--- src/rtl/async_rx_pkg.sv ---
package async_rx_pkg;

    localparam int unsigned DATA_W = 8;

    typedef enum logic [2:0] {
        RX_IDLE,
        RX_START,
        RX_DATA,
        RX_PAR,
        RX_STOP
    } rx_state_e;

    typedef struct packed {
        rx_state_e           state;
        logic [DATA_W-1:0]   shreg;
        logic [2:0]          bitc;
        logic                last;
        logic                pbit;
        logic                push;
        logic [DATA_W-1:0]   data;
        logic                perr;
        logic                ferr;
        logic                brk;
    } rx_regs_t;

endpackage

--- src/rtl/async_rx_sync.sv ---
module async_rx_sync #(
    parameter int unsigned STAGES = 2
) (
    input  logic clk,
    input  logic rst_n,
    input  logic din,
    output logic dout
);
    logic [STAGES-1:0] chain_q;

    generate
        for (genvar i = 0; i < STAGES; i++) begin : g_stage
            if (i == 0) begin : g_first
                always_ff @(posedge clk or negedge rst_n) begin
                    if (!rst_n) chain_q[0] <= 1'b1;
                    else        chain_q[0] <= din;
                end
            end else begin : g_next
                always_ff @(posedge clk or negedge rst_n) begin
                    if (!rst_n) chain_q[i] <= 1'b1;
                    else        chain_q[i] <= chain_q[i-1];
                end
            end
        end
    endgenerate

    assign dout = chain_q[STAGES-1];


    sync_delay_chk: assert property (@(posedge clk) disable iff (!rst_n)
        chain_q[0] |=> chain_q[1]);
endmodule

--- src/rtl/async_rx_timer.sv ---
module async_rx_timer #(
    parameter int unsigned OVS = 16
) (
    input  logic clk,
    input  logic rst_n,
    input  logic tick,
    input  logic restart,
    input  logic half,
    output logic hit
);
    localparam int unsigned CW = $clog2(OVS);
    localparam logic [CW-1:0] FULL_LAST = CW'(OVS - 1);
    localparam logic [CW-1:0] HALF_LAST = CW'(OVS / 2 - 1);

    logic [CW-1:0] cnt_d, cnt_q;

    assign hit = tick && (cnt_q == (half ? HALF_LAST : FULL_LAST));

    always_comb begin
        cnt_d = cnt_q;
        if (restart)   cnt_d = '0;
        else if (hit)  cnt_d = '0;
        else if (tick) cnt_d = cnt_q + 1'b1;
    end

    always_ff @(posedge clk or negedge rst_n) begin
        if (!rst_n) cnt_q <= '0;
        else        cnt_q <= cnt_d;
    end


    timer_tick_chk: assert property (@(posedge clk) disable iff (!rst_n)
        !tick && !restart |=> $stable(cnt_q));
endmodule

--- src/rtl/async_rx.sv ---
module async_rx #(
    parameter int unsigned OVS       = 16,
    parameter int unsigned SYNC_STGS = 2
) (
    input  logic       clk,
    input  logic       rst_n,
    input  logic       tick16,
    input  logic       rxd,
    input  logic       par_en,
    input  logic       par_odd,
    output logic       push,
    output logic [7:0] push_data,
    output logic       push_perr,
    output logic       push_ferr,
    output logic       push_brk
);
    import async_rx_pkg::*;

    localparam logic [2:0] LAST_BIT = 3'(DATA_W - 1);

    logic     rx_s;
    logic     hit;
    logic     restart;
    logic     half;
    rx_regs_t r_d, r_q;

    async_rx_sync #(.STAGES(SYNC_STGS)) u_sync (
        .clk  (clk),
        .rst_n(rst_n),
        .din  (rxd),
        .dout (rx_s)
    );

    async_rx_timer #(.OVS(OVS)) u_timer (
        .clk    (clk),
        .rst_n  (rst_n),
        .tick   (tick16),
        .restart(restart),
        .half   (half),
        .hit    (hit)
    );

    always_comb begin
        r_d     = r_q;
        r_d.push = 1'b0;
        restart = 1'b0;
        half    = (r_q.state == RX_START);
        if (tick16) r_d.last = rx_s;
        unique case (r_q.state)
            RX_IDLE: begin
                if (tick16 && r_q.last && !rx_s) begin
                    r_d.state = RX_START;
                    restart   = 1'b1;
                end
            end
            RX_START: begin
                if (hit) begin
                    if (!rx_s) begin
                        r_d.state = RX_DATA;
                        r_d.bitc  = '0;
                        r_d.pbit  = 1'b0;
                    end else begin
                        r_d.state = RX_IDLE;
                    end
                end
            end
            RX_DATA: begin
                if (hit) begin
                    r_d.shreg = {rx_s, r_q.shreg[DATA_W-1:1]};
                    r_d.bitc  = r_q.bitc + 1'b1;
                    if (r_q.bitc == LAST_BIT)
                        r_d.state = par_en ? RX_PAR : RX_STOP;
                end
            end
            RX_PAR: begin
                if (hit) begin
                    r_d.pbit  = rx_s;
                    r_d.state = RX_STOP;
                end
            end
            RX_STOP: begin
                if (hit) begin
                    r_d.push  = 1'b1;
                    r_d.data  = r_q.shreg;
                    r_d.perr  = par_en && ((^r_q.shreg) ^ r_q.pbit ^ par_odd);
                    r_d.ferr  = !rx_s;
                    r_d.brk   = !rx_s && (r_q.shreg == '0) && (!par_en || !r_q.pbit);
                    r_d.state = RX_IDLE;
                end
            end
            default: r_d.state = RX_IDLE;
        endcase
    end

    always_ff @(posedge clk or negedge rst_n) begin
        if (!rst_n) begin
            r_q       <= '0;
            r_q.state <= RX_IDLE;
            r_q.last  <= 1'b1;
        end else begin
            r_q <= r_d;
        end
    end

    assign push      = r_q.push;
    assign push_data = r_q.data;
    assign push_perr = r_q.perr;
    assign push_ferr = r_q.ferr;
    assign push_brk  = r_q.brk;


    push_pulse_chk: assert property (@(posedge clk) disable iff (!rst_n)
        push |=> !push);


    push_on_tick_chk: assert property (@(posedge clk) disable iff (!rst_n)
        $rose(push) |-> $past(tick16));


    brk_frame_chk: assert property (@(posedge clk) disable iff (!rst_n)
        push && push_brk |-> push_ferr && (push_data == '0));


    false_start_chk: assert property (@(posedge clk) disable iff (!rst_n)
        (r_q.state == RX_START) && hit && rx_s |=> (r_q.state == RX_IDLE) && !push);


    noparity_chk: assert property (@(posedge clk) disable iff (!rst_n)
        push && !par_en |-> !push_perr);
endmodule

--- config.mk ---
export PLATFORM = sky130hd
export DESIGN_NAME = async_rx
export DESIGN_NICKNAME = d
export VERILOG_FILES = /design/src/rtl/async_rx_pkg.sv /design/src/rtl/async_rx_sync.sv /design/src/rtl/async_rx_timer.sv /design/src/rtl/async_rx.sv
export SDC_FILE = /design/constraint.sdc
export NUM_CORES = 1
export LEC_CHECK = 0
export BUFFER_PORTS_ARGS = -buffer_cell sky130_fd_sc_hd__buf_2
export CAP_MARGIN = 10
export CORE_MARGIN = 2
export CORE_UTILIZATION = 30
export CTS_CLUSTER_DIAMETER = 30
export DETAILED_ROUTE_END_ITERATION = 10
export GPL_TIMING_DRIVEN = 0
export SLEW_MARGIN = 5
export SYNTH_ARGS = -nofsm -noshare
export SYNTH_HDL_FRONTEND = slang
export SYNTH_SLANG_ARGS = --single-unit
--- constraint.sdc ---
create_clock -name clk -period 1.8 [get_ports clk]
set_input_delay 0.36 -clock clk [delete_from_list [all_inputs] [get_ports clk]]
set_output_delay 0.36 -clock clk [all_outputs]
set_load 0.01 [all_outputs]
==> impl_metrics.tcl, run 1 <==
set metrics [dict create \
    dp_hpwl_um 2310 \
    drive_above_1_share_pct 26.0 \
    hold_violations 0 \
    leakagePower_nw 1.01 \
    synth_seq_area_share_pct 49.5 \
    wirelength_um 3370 \
    cp_cell_sequence "ha_1 > ha_1 > or2_2 > a21oi_1 > o221a_2 > a221o_1" \
    die_h_um 79.8 \
    drtIter0Drc 45 \
    gp_congestion 0.766 \
    grt_pass1_vias 1207 \
    power.density_mw_per_mm2 1120 \
    skew_ns 0.00553 \
    r2r-start "r_q[14]" \
    synth_enable_flop_cells 0 \
    sequentialPowerShare_pct 39.9 \
    cp.arrival_ns 1.95 \
    synth_top_family_by_area "simple AND/OR/NAND/NOR gates" \
    dr_total_vias 1252 \
    ys_types 45 \
    synth_seq_cells 34 \
    grt_overflow 0 \
    dr.pass1.iters 4 \
    cts-root-buf "clkbuf_8" \
    min_period_over_period_pct 96.0 \
    port_buffers 17 \
    path_class "flip-flop to flip-flop" \
    antenna_found_initial 0 \
    muxShareOfSynthArea_pct 1.23 \
    synth_xor_area_share_pct 3.05 \
    synth_compound_area_share_pct 14.7 \
    status "complete, no violations" \
    layout_setup_ws_ns 0.0724 \
    hold_class "primary input to async pin" \
    clk_pin_slew_ns 0.07 \
    coreArea_mm2 0.00554 \
    synth_fa_ha_area_share_pct 5.08 \
    wl_per_cell_um 12.4 \
    synth_ff_type "dfrtp_1" \
    cp.required_ns 2.02 \
    setup_viol 0 \
    post-route-drc-count 0 \
    endpoint_kind "flip-flop" \
    crit_start "r_q[14]" \
    fin_nets 212 \
    fillers 570 \
    cp_num_buf_inv 0 \
    grt_max_degree 35 \
    clkSinkCount 34 \
    crit_fanout 3 \
    io_pins 18 \
    cpLargestDelayFamily "compound AO/OA/AOI/OAI gates" \
    syn_to_final_growth_pct 19.6 \
    syn_nets 187 \
    switching_power_mw 0.638 \
    reg2reg_slack_ns 0.07 \
    ant_nets 0 \
    swShare_pct 27.6 \
    synth-async-reset-ratio_pct 100 \
    clockPowerShare_pct 37.8 \
    cts.hold.buffers_added 0 \
    crit_slowest_cell "dfrtp_1" \
    period_minus_slack_ns 1.73 \
    rr_endpoint "r_q[26]" \
    yosysWarnings 0 \
    yosysTopAreaCell "dfrtp_1" \
    vdd_drop_max_v 0.000546 \
    fmax_ghz 0.579 \
    post-place-ws_ns -0.0930 \
    internal-power_mw 1.67 \
    netlist_top_cells_area "dfrtp_1, o21ai_0, nand2_1" \
    comb_power_share_pct 22.3 \
    cts_buffers 5 \
    max_stage_delay_ns 0.40 \
    die_w_um 79.8 \
    netlist_area_mm2 0.00173 \
    start_util_pct 31.1 \
    power_mw 2.31 \
    tightestPinTransition_ns 0.765 \
    path_common_cell "ha_1" \
    antenna_cells 0 \
    cts_tree "done" \
    clockBufferDepth 2 \
    vias_per_cell 4.60 \
    syn_inst 174 \
    drv_slew 0 \
    max-cap-violations 0 \
    num_rows 27 \
    worst_r2r_path_depth 6 \
    die_area_mm2 0.00637 \
    cp-start-kind "flip-flop" \
    syn_avg_cell_area_um2 9.92 \
    grt_pass1_wl_um 5590 \
    synth_top_cell_area_share_pct 45.0 \
    synth-simple-area-share_pct 17.8 \
    htree_levels 2 \
    worst_slew_margin_rel_pct 49.0 \
    insertion_delay_ns 0.29 \
    grt_usage_pct 11.3 \
]
synthesized netlist by cell type, types with 2 or more instances:
cell type and n:
a21oi_1 4, a22o_1 2, and3_1 2, buf_2 4, buf_4 8, clkbuf_1 3
dfrtp_1 31, dfstp_2 3, ha_1 7, inv_1 12, nand2_1 26, nand2b_1 3
nand3_1 3, nand3b_1 2, nand4b_1 2, nor2_1 2, nor3_1 2, nor4_1 2
o21ai_0 20, o21ai_1 3, o31ai_1 2, o41ai_1 3, or2_2 2, xnor2_1 5
stage by stage:
step / hold WS, ns / utilization [%] / area [um2] / TNS, ns / std cells
after floorplan: 0.0644 / - / 1730 / 0 / 174
after global placement: 0.346 / 34.3 / 1900 / -0.00174 / 263
after detailed placement: 0.347 / 34.3 / 1900 / -0.745 / 263
after CTS: 0.157 / 37.1 / 2050 / 0 / 272
after global routing: 0.161 / 37.2 / 2060 / -0.00280 / 272
final: 0.135 / 37.2 / 2060 / 0 / 272
sequential cells by signal (all words and copies together) (netlist names):
register,count
push,1
push_brk,1
push_data,8
push_ferr,1
push_perr,1
r_q,16
u_sync.chain_q,1
u_sync.dout,1
u_timer.cnt_q,4
routing by layer:
layer / track usage (%) / share of wire (%) / vias up
met2: 18.1 / 45 / 18
met1: 14.4 / 49 / 586
met4: 4.07 / 1.4 / 0
met5: 0 / 0 / -
met3: 3.62 / 3.8 / 5
li1: - / - / 643
worst max-delay path by stage:
stage	slack [ns]	end	cells after the start
floorplan	0.21	r_q[15]	4
global placement	-0.002	push_data[6]	5
detailed placement	-0.09	r_q[18]	5
CTS	0.02	r_q[27]	5
global route	-0.003	r_q[26]	6
finish	0.07	r_q[26]	6
final cells by class:
class,instances,area [um2],area share [%]
sequential,34,855,41.4
multi-input combinational,112,733,35.5
buffer,16,105,5.09
timing repair buffer,18,92.6,4.49
tap,72,90.1,4.37
clock buffer,6,82.6,4.00
clock inverter,2,60.1,2.91
inverter,12,45.0,2.18
power by group through the flow:
stage / Combinational (mW) / Clock, mW / Sequential [mW]
6_report: 0.514 / 0.873 / 0.920
5_1_grt: 0.569 / 0.927 / 0.931
4_1_cts: 0.500 / 0.897 / 0.918
3_5_place_dp: 0.501 / 0 / 0.930
3_3_place_gp: 0.492 / 0 / 0.926
2_1_floorplan: 0.402 / 0 / 0.909
what timing repair did:
action / 4_1_cts / 5_1_grt
resized for setup: 2 / 3
setup buffers: 1 / 0
hold endpoints to repair: 0 / 0
pin swaps: 1 / 0
setup endpoints to repair: 18 / 13
layout by cell type, fill, tap and decap left out, types with 2 or more instances in the layout:
| master | count |
|---|---|
| dfstp_2 | 3 |
| nor3_1 | 2 |
| and3_1 | 2 |
| or2_2 | 2 |
| dfrtp_1 | 31 |
| o41ai_1 | 2 |
| a22o_1 | 2 |
| xnor2_1 | 5 |
| ha_1 | 6 |
| o21ai_1 | 3 |
| nand2b_1 | 3 |
| nor4_1 | 2 |
| nand2_1 | 26 |
| o31ai_1 | 2 |
| nand3b_1 | 2 |
| bufinv_16 | 2 |
| buf_4 | 9 |
| nand3_1 | 3 |
| clkbuf_8 | 6 |
| nor2_1 | 2 |
| o21ai_0 | 20 |
| buf_2 | 22 |
| inv_1 | 12 |
| nand4b_1 | 2 |
| a21oi_1 | 4 |
logic make-up after synthesis:
kind of cell / after synthesis
muxes: 2
and+or+nand+nor: 56
adders and majority gates: 7
DFF: 34
AOI/OAI and AO/OA: 41
xor gates and xnor gates: 6
buffers and inverters: 28
(Power assumes the default switching activity.)
==> inputs of run 2 (changes only) <==
- CORE_ASPECT_RATIO: default -> 0.9
- clock period: 1.8 -> 2.15 ns (I/O delays scaled with it)
==> run 2 against run 1 <==
  * Worst hold slack better by 0.084 ns
  * Design area decreased by 3.6%
  * Largest cell class unchanged
  * Register-to-register slack improved by 0.22 ns
  * Maximum frequency down 6.8%
  * Critical path depth did not move
  * Clock power shrank 45%
  * Sequential power decreased by 17%
  * Utilization down 1.9 points
  * First-iteration DRC count is 58% higher
  * Final cell count decreased by 1.1%
==> impl_metrics.tcl, run 2 (same netlist as run 1, synthesis figures left out) <==
set metrics [dict create \
    coreArea_mm2 0.00563 \
    die_h_um 75.9 \
    wirelength_um 3310 \
    post-route-drc-count 0 \
    cts_buffers 5 \
    regMostFlops "r_q" \
    hold_class "primary input to async pin" \
    finalSetupTns_ns 0 \
    busiest_layer "met2" \
    dr_total_vias 1267 \
    setup_viol 0 \
    crit_fanout 10 \
    post-place-ws_ns 0.320 \
    max_stage_delay_ns 0.46 \
    cpLargestDelayFamily "simple AND/OR/NAND/NOR gates" \
    grt_pass1_vias 1224 \
    utilization_pct 35.3 \
    tightestPinTransition_ns 0.762 \
    syn_to_final_growth_pct 15.3 \
    dp_hpwl_um 2310 \
    skew_ns 0.00873 \
    clockBufferDepth 2 \
    leakagePower_nw 0.975 \
    drive_above_1_share_pct 23.1 \
    globalRouteMet1Util_pct 15.3 \
    cts_setup_buffers 0 \
    max-cap-violations 0 \
    cts.hold.buffers_added 0 \
    largest_register_ffs 16 \
    power_mw 1.66 \
    start_util_pct 30.7 \
    cp_num_buf_inv 1 \
    antenna_cells 0 \
    layout_setup_ws_ns 0.296 \
    cts-root-buf "clkbuf_8" \
    wl_per_cell_um 12.3 \
    io_pins 18 \
    insertion_delay_ns 0.28 \
    die_w_um 83.9 \
    cts_tree "done" \
    final_cell_mix "dfrtp_1, nand2_1, buf_2" \
    drv_slew 0 \
    vias_per_cell 4.71 \
    clk_pin_slew_ns 0.07 \
    cp-start-kind "flip-flop" \
    clkSinkCount 34 \
    fin_area_mm2 0.00199 \
    layout_commonest_cell "dfrtp_1" \
    hold_violations 0 \
    port_buffers 17 \
    vdd_drop_max_v 0.000292 \
    grt_usage_pct 11.5 \
    endpoint_kind "flip-flop" \
    r2r-start "u_timer.cnt_q[0]" \
    crit_slowest_cell "nor3_4" \
    rr_endpoint "r_q[24]" \
    grt_max_degree 35 \
    worst_slew_margin_rel_pct 49.2 \
    fmax_ghz 0.539 \
    power.density_mw_per_mm2 836 \
    cp.arrival_ns 2.05 \
    status "complete, no violations" \
    cp.required_ns 2.35 \
    path_class "flip-flop to flip-flop" \
    grt_use_met2_pct 17.3 \
    rsz0062_at_grt "false" \
    reg2reg_slack_ns 0.30 \
    grt_overflow 0 \
    cp_cell_sequence "ha_1 > nand4_1 > nor3_4 > buf_2 > nand2_1 > o21ai_0" \
    num_rows 26 \
    antenna_found_initial 0 \
    ant_nets 0 \
    dr.pass1.iters 4 \
    gp_congestion 0.826 \
    die_area_mm2 0.00637 \
    met3_usage_pct 4.14 \
    fin_nets 211 \
    period_minus_slack_ns 1.85 \
    placed_area_mm2 0.00190 \
    drtIter0Drc 71 \
    worst_r2r_path_depth 6 \
    cts_resized 0 \
    grt_pass1_wl_um 5860 \
    min_period_over_period_pct 86.3 \
    htree_levels 2 \
]
## run 2: changes by cell type in the layout (fill, tap and decap cells not counted), sizes merged
| cell | change |
|---|---|
| bufinv | -2 |
| clkbuf | +2 |
| clkinv | +1 |
| buf | -2 |
## run 2: worst max-delay path by stage
stage | cells past startpoint | slack, ns | startpoint | to
6_report | 6 | 0.30 | u_timer.cnt_q[0] | r_q[24]
5_1_grt | 6 | 0.11 | u_timer.cnt_q[0] | r_q[24]
3_5_place_dp | 5 | 0.32 | u_timer.cnt_q[0] | r_q[19]
4_1_cts | 5 | 0.30 | u_timer.cnt_q[0] | r_q[19]
3_3_place_gp | 5 | 0.34 | u_timer.cnt_q[0] | push_data[7]
2_1_floorplan | 4 | 0.56 | r_q[26] | r_q[15]
## run 2: area by class of cell
class | instances | area [um2]
Fill cell | 574 | 3640
Sequential cell | 34 | 855
Multi-Input combinational cell | 112 | 723
Buffer | 16 | 103
Tap cell | 70 | 87.6
Clock buffer | 7 | 86.3
Timing Repair Buffer | 17 | 85.1
Inverter | 12 | 45.0
Clock inverter | 1 | 5.00
## run 2: per-stage QoR
| step | cells | hold slack, ns |
|---|---|---|
| 2_1_floorplan | 174 | 0.134 |
| 3_3_place_gp | 261 | 0.346 |
| 3_5_place_dp | 261 | 0.348 |
| 4_1_cts | 269 | 0.233 |
| 5_1_grt | 269 | 0.229 |
| 6_report | 269 | 0.220 |
## run 2: worst register-to-register path, stage by stage, from the launching register on
cell     delay (ns)
dfrtp_1        0.37
ha_1           0.27
nand4_1        0.24
nor3_4         0.47
buf_2          0.28
nand2_1        0.07
o21ai_0        0.07
## run 2: power breakdown
group          internal (mW)  switching (mW)
Sequential             0.707          0.0581
Combinational          0.191           0.228
Clock                  0.258           0.220
## run 2: routing by layer
| metal | part of all wire [%] | wire [um] |
|---|---|---|
| met5 | 0 | 0 |
| met4 | 1.4 | 46 |
| met3 | 3.9 | 128 |
| met2 | 44 | 1460 |
| met1 | 51 | 1680 |
==> inputs of run 3 (changes only) <==
- ABC_AREA: default -> 1
- REMOVE_ABC_BUFFERS: default -> 1
==> run 3 against run 2 <==
  * Synthesized cell count rose by 14%
  * Global-route usage fell by 0.69 points
  * Sequential power up 4.3%
  * Die area rose by 3.6%
  * Via count up 0.32%
  * Critical endpoint is now r_q[14]
  * Largest cell class unchanged
==> impl_metrics.tcl, run 3 <==
set metrics [dict create \
    crit_fanout 21 \
    port_buffers 17 \
    synthTopCellsByCount "nand2_1, dfrtp_1, inv_1, o21ai_2, nand3_1" \
    rsz0062_at_grt "false" \
    netlist_area_mm2 0.00179 \
    final_cell_mix "nand2_1, dfrtp_1, inv_1" \
    regMostFlops "r_q" \
    tightestPinTransition_ns 0.766 \
    die_w_um 85.4 \
    antenna_found_initial 0 \
    dr_total_vias 1271 \
    grt_pass1_vias 1221 \
    drv_slew 0 \
    drtIter0Drc 102 \
    vias_per_cell 4.52 \
    synth_enable_flop_cells 0 \
    insertion_delay_ns 0.29 \
    placed_area_mm2 0.00186 \
    min_period_over_period_pct 84.8 \
    hold_violations 0 \
    cp.arrival_ns 2.05 \
    antenna_cells 0 \
    cts_setup_buffers 0 \
    endpoint_kind "flip-flop" \
    wl_per_cell_um 11.2 \
    syn_inst 198 \
    cp.required_ns 2.38 \
    synth_top_cell_area_share_pct 43.3 \
    dp_hpwl_um 2270 \
    fillers 602 \
    gp_congestion 0.879 \
    fmax_ghz 0.549 \
    dr.pass1.iters 4 \
    cp-start-kind "flip-flop" \
    grt_max_degree 35 \
    finalSetupTns_ns 0 \
    synth_seq_cells 34 \
    vdd_drop_max_v 0.000455 \
    leakagePower_nw 0.981 \
    crit_slowest_cell "dfrtp_1" \
    synth_seq_area_share_pct 47.7 \
    fin_area_mm2 0.00195 \
    skew_ns 0.00453 \
    drive_above_1_share_pct 25.6 \
    start_util_pct 31.3 \
    die_h_um 77.3 \
    ys_types 25 \
    coreArea_mm2 0.00573 \
    clockBufferDepth 2 \
    clkSinkCount 34 \
    path_class "flip-flop to flip-flop" \
    yosysMostFrequentCell "nand2_1" \
    cp_cell_sequence "ha_1 > nand2_1 > nor2_4 > nand3_4 > inv_2 > nand2_2 > or2_0 > nand2_1" \
    synth-async-reset-ratio_pct 100 \
    netlist_top_cells_area "dfrtp_1, nand2_1, o21ai_2" \
    yosysWarnings 0 \
    max-cap-violations 0 \
    max_stage_delay_ns 0.39 \
    power.density_mw_per_mm2 894 \
    yosysTopAreaCell "dfrtp_1" \
    grt_usage_pct 10.8 \
    hold_class "primary input to async pin" \
    cts_resized 0 \
    clk_pin_slew_ns 0.07 \
    fin_nets 223 \
    cts_buffers 5 \
    status "complete, no violations" \
    cts-root-buf "clkbuf_8" \
    syn_avg_cell_area_um2 9.04 \
    num_rows 26 \
    grt_overflow 0 \
    path_common_cell "nand2_1" \
    die_area_mm2 0.00660 \
    post-route-drc-count 0 \
    cts_tree "done" \
    io_pins 18 \
    cts.hold.buffers_added 0 \
    grt_pass1_wl_um 5580 \
    power_mw 1.74 \
    synth_ff_type "dfrtp_1" \
    wirelength_um 3140 \
    htree_levels 2 \
    ant_nets 0 \
    setup_viol 0 \
    period_minus_slack_ns 1.82 \
    layout_commonest_cell "nand2_1" \
    syn_to_final_growth_pct 8.87 \
    largest_register_ffs 16 \
    worst_slew_margin_rel_pct 48.9 \
]
==> run 3: final cells by class <==
cell class / instances / area (um2) / share of cell area, %
clock inverter: 1 / 5.00 / 0.257
inverter: 23 / 87.6 / 4.49
multi-input combinational: 129 / 743 / 38.1
clock buffer: 7 / 86.3 / 4.43
timing repair buffer: 17 / 85.1 / 4.36
sequential: 34 / 855 / 43.8
tap: 70 / 87.6 / 4.49
==> run 3: routing by layer <==
layer  vias to the layer above  track usage [%]  wire length, um  part of all wire, %
met3                         7             3.88              174                  5.5
met5                         -                0                0                    0
met1                       591             15.0             1640                   52
li1                        649                -                -                    -
met4                         0             4.29               44                  1.4
met2                        24             15.1             1290                   41
==> run 3: cells by family after synthesis <==
logic type | count (synthesis) | synth area share [%]
fa+ha+maj | 7 | 4.89
xor+xnor | 6 | 2.94
flops | 34 | 47.7
simple gates | 89 | 22.1
buf+inv | 35 | 10.8
compound gates | 27 | 11.6
==> run 3: path summary, 6_finish.rpt <==
kind                                      to  depth (start not counted)  slack, ns              start
max                                  r_q[14]                          8       0.33   u_timer.cnt_q[0]
min                             push_data[1]                          1       0.21              rst_n
max reg2reg                          r_q[14]                          8       0.33   u_timer.cnt_q[0]
min reg2reg                      u_sync.dout                          0       0.36  u_sync.chain_q[0]
max in group asynchronous            r_q[26]                          1       1.45              rst_n
min in group clk           u_sync.chain_q[0]                          1       0.24                rxd
==> run 3: worst max-delay path, delay by kind of cell (launching register included) <==
family | cells | cell delay (ns)
flops | 1 | 0.39
buf+inv | 1 | 0.09
fa+ha+maj | 1 | 0.18
simple gates | 6 | 1.10
==> run 3: where the power goes <==
group	internal (mW)	total, mW	switching (mW)
Clock	0.258	0.490	0.232
Sequential	0.722	0.798	0.0763
Combinational	0.163	0.454	0.291
Total	1.14	1.74	0.599
==> run 3: per-stage QoR <==
step                      cells  setup WS [ns]  utilization [%]  hold WS (ns)
after global placement      273          0.364             32.5         0.348
final                       281          0.327             34.0         0.212
after CTS                   281          0.312             34.0         0.234
after global routing        281          0.134             34.0         0.226
after detailed placement    273          0.339             32.5         0.349
after floorplan             186          0.597                -         0.134
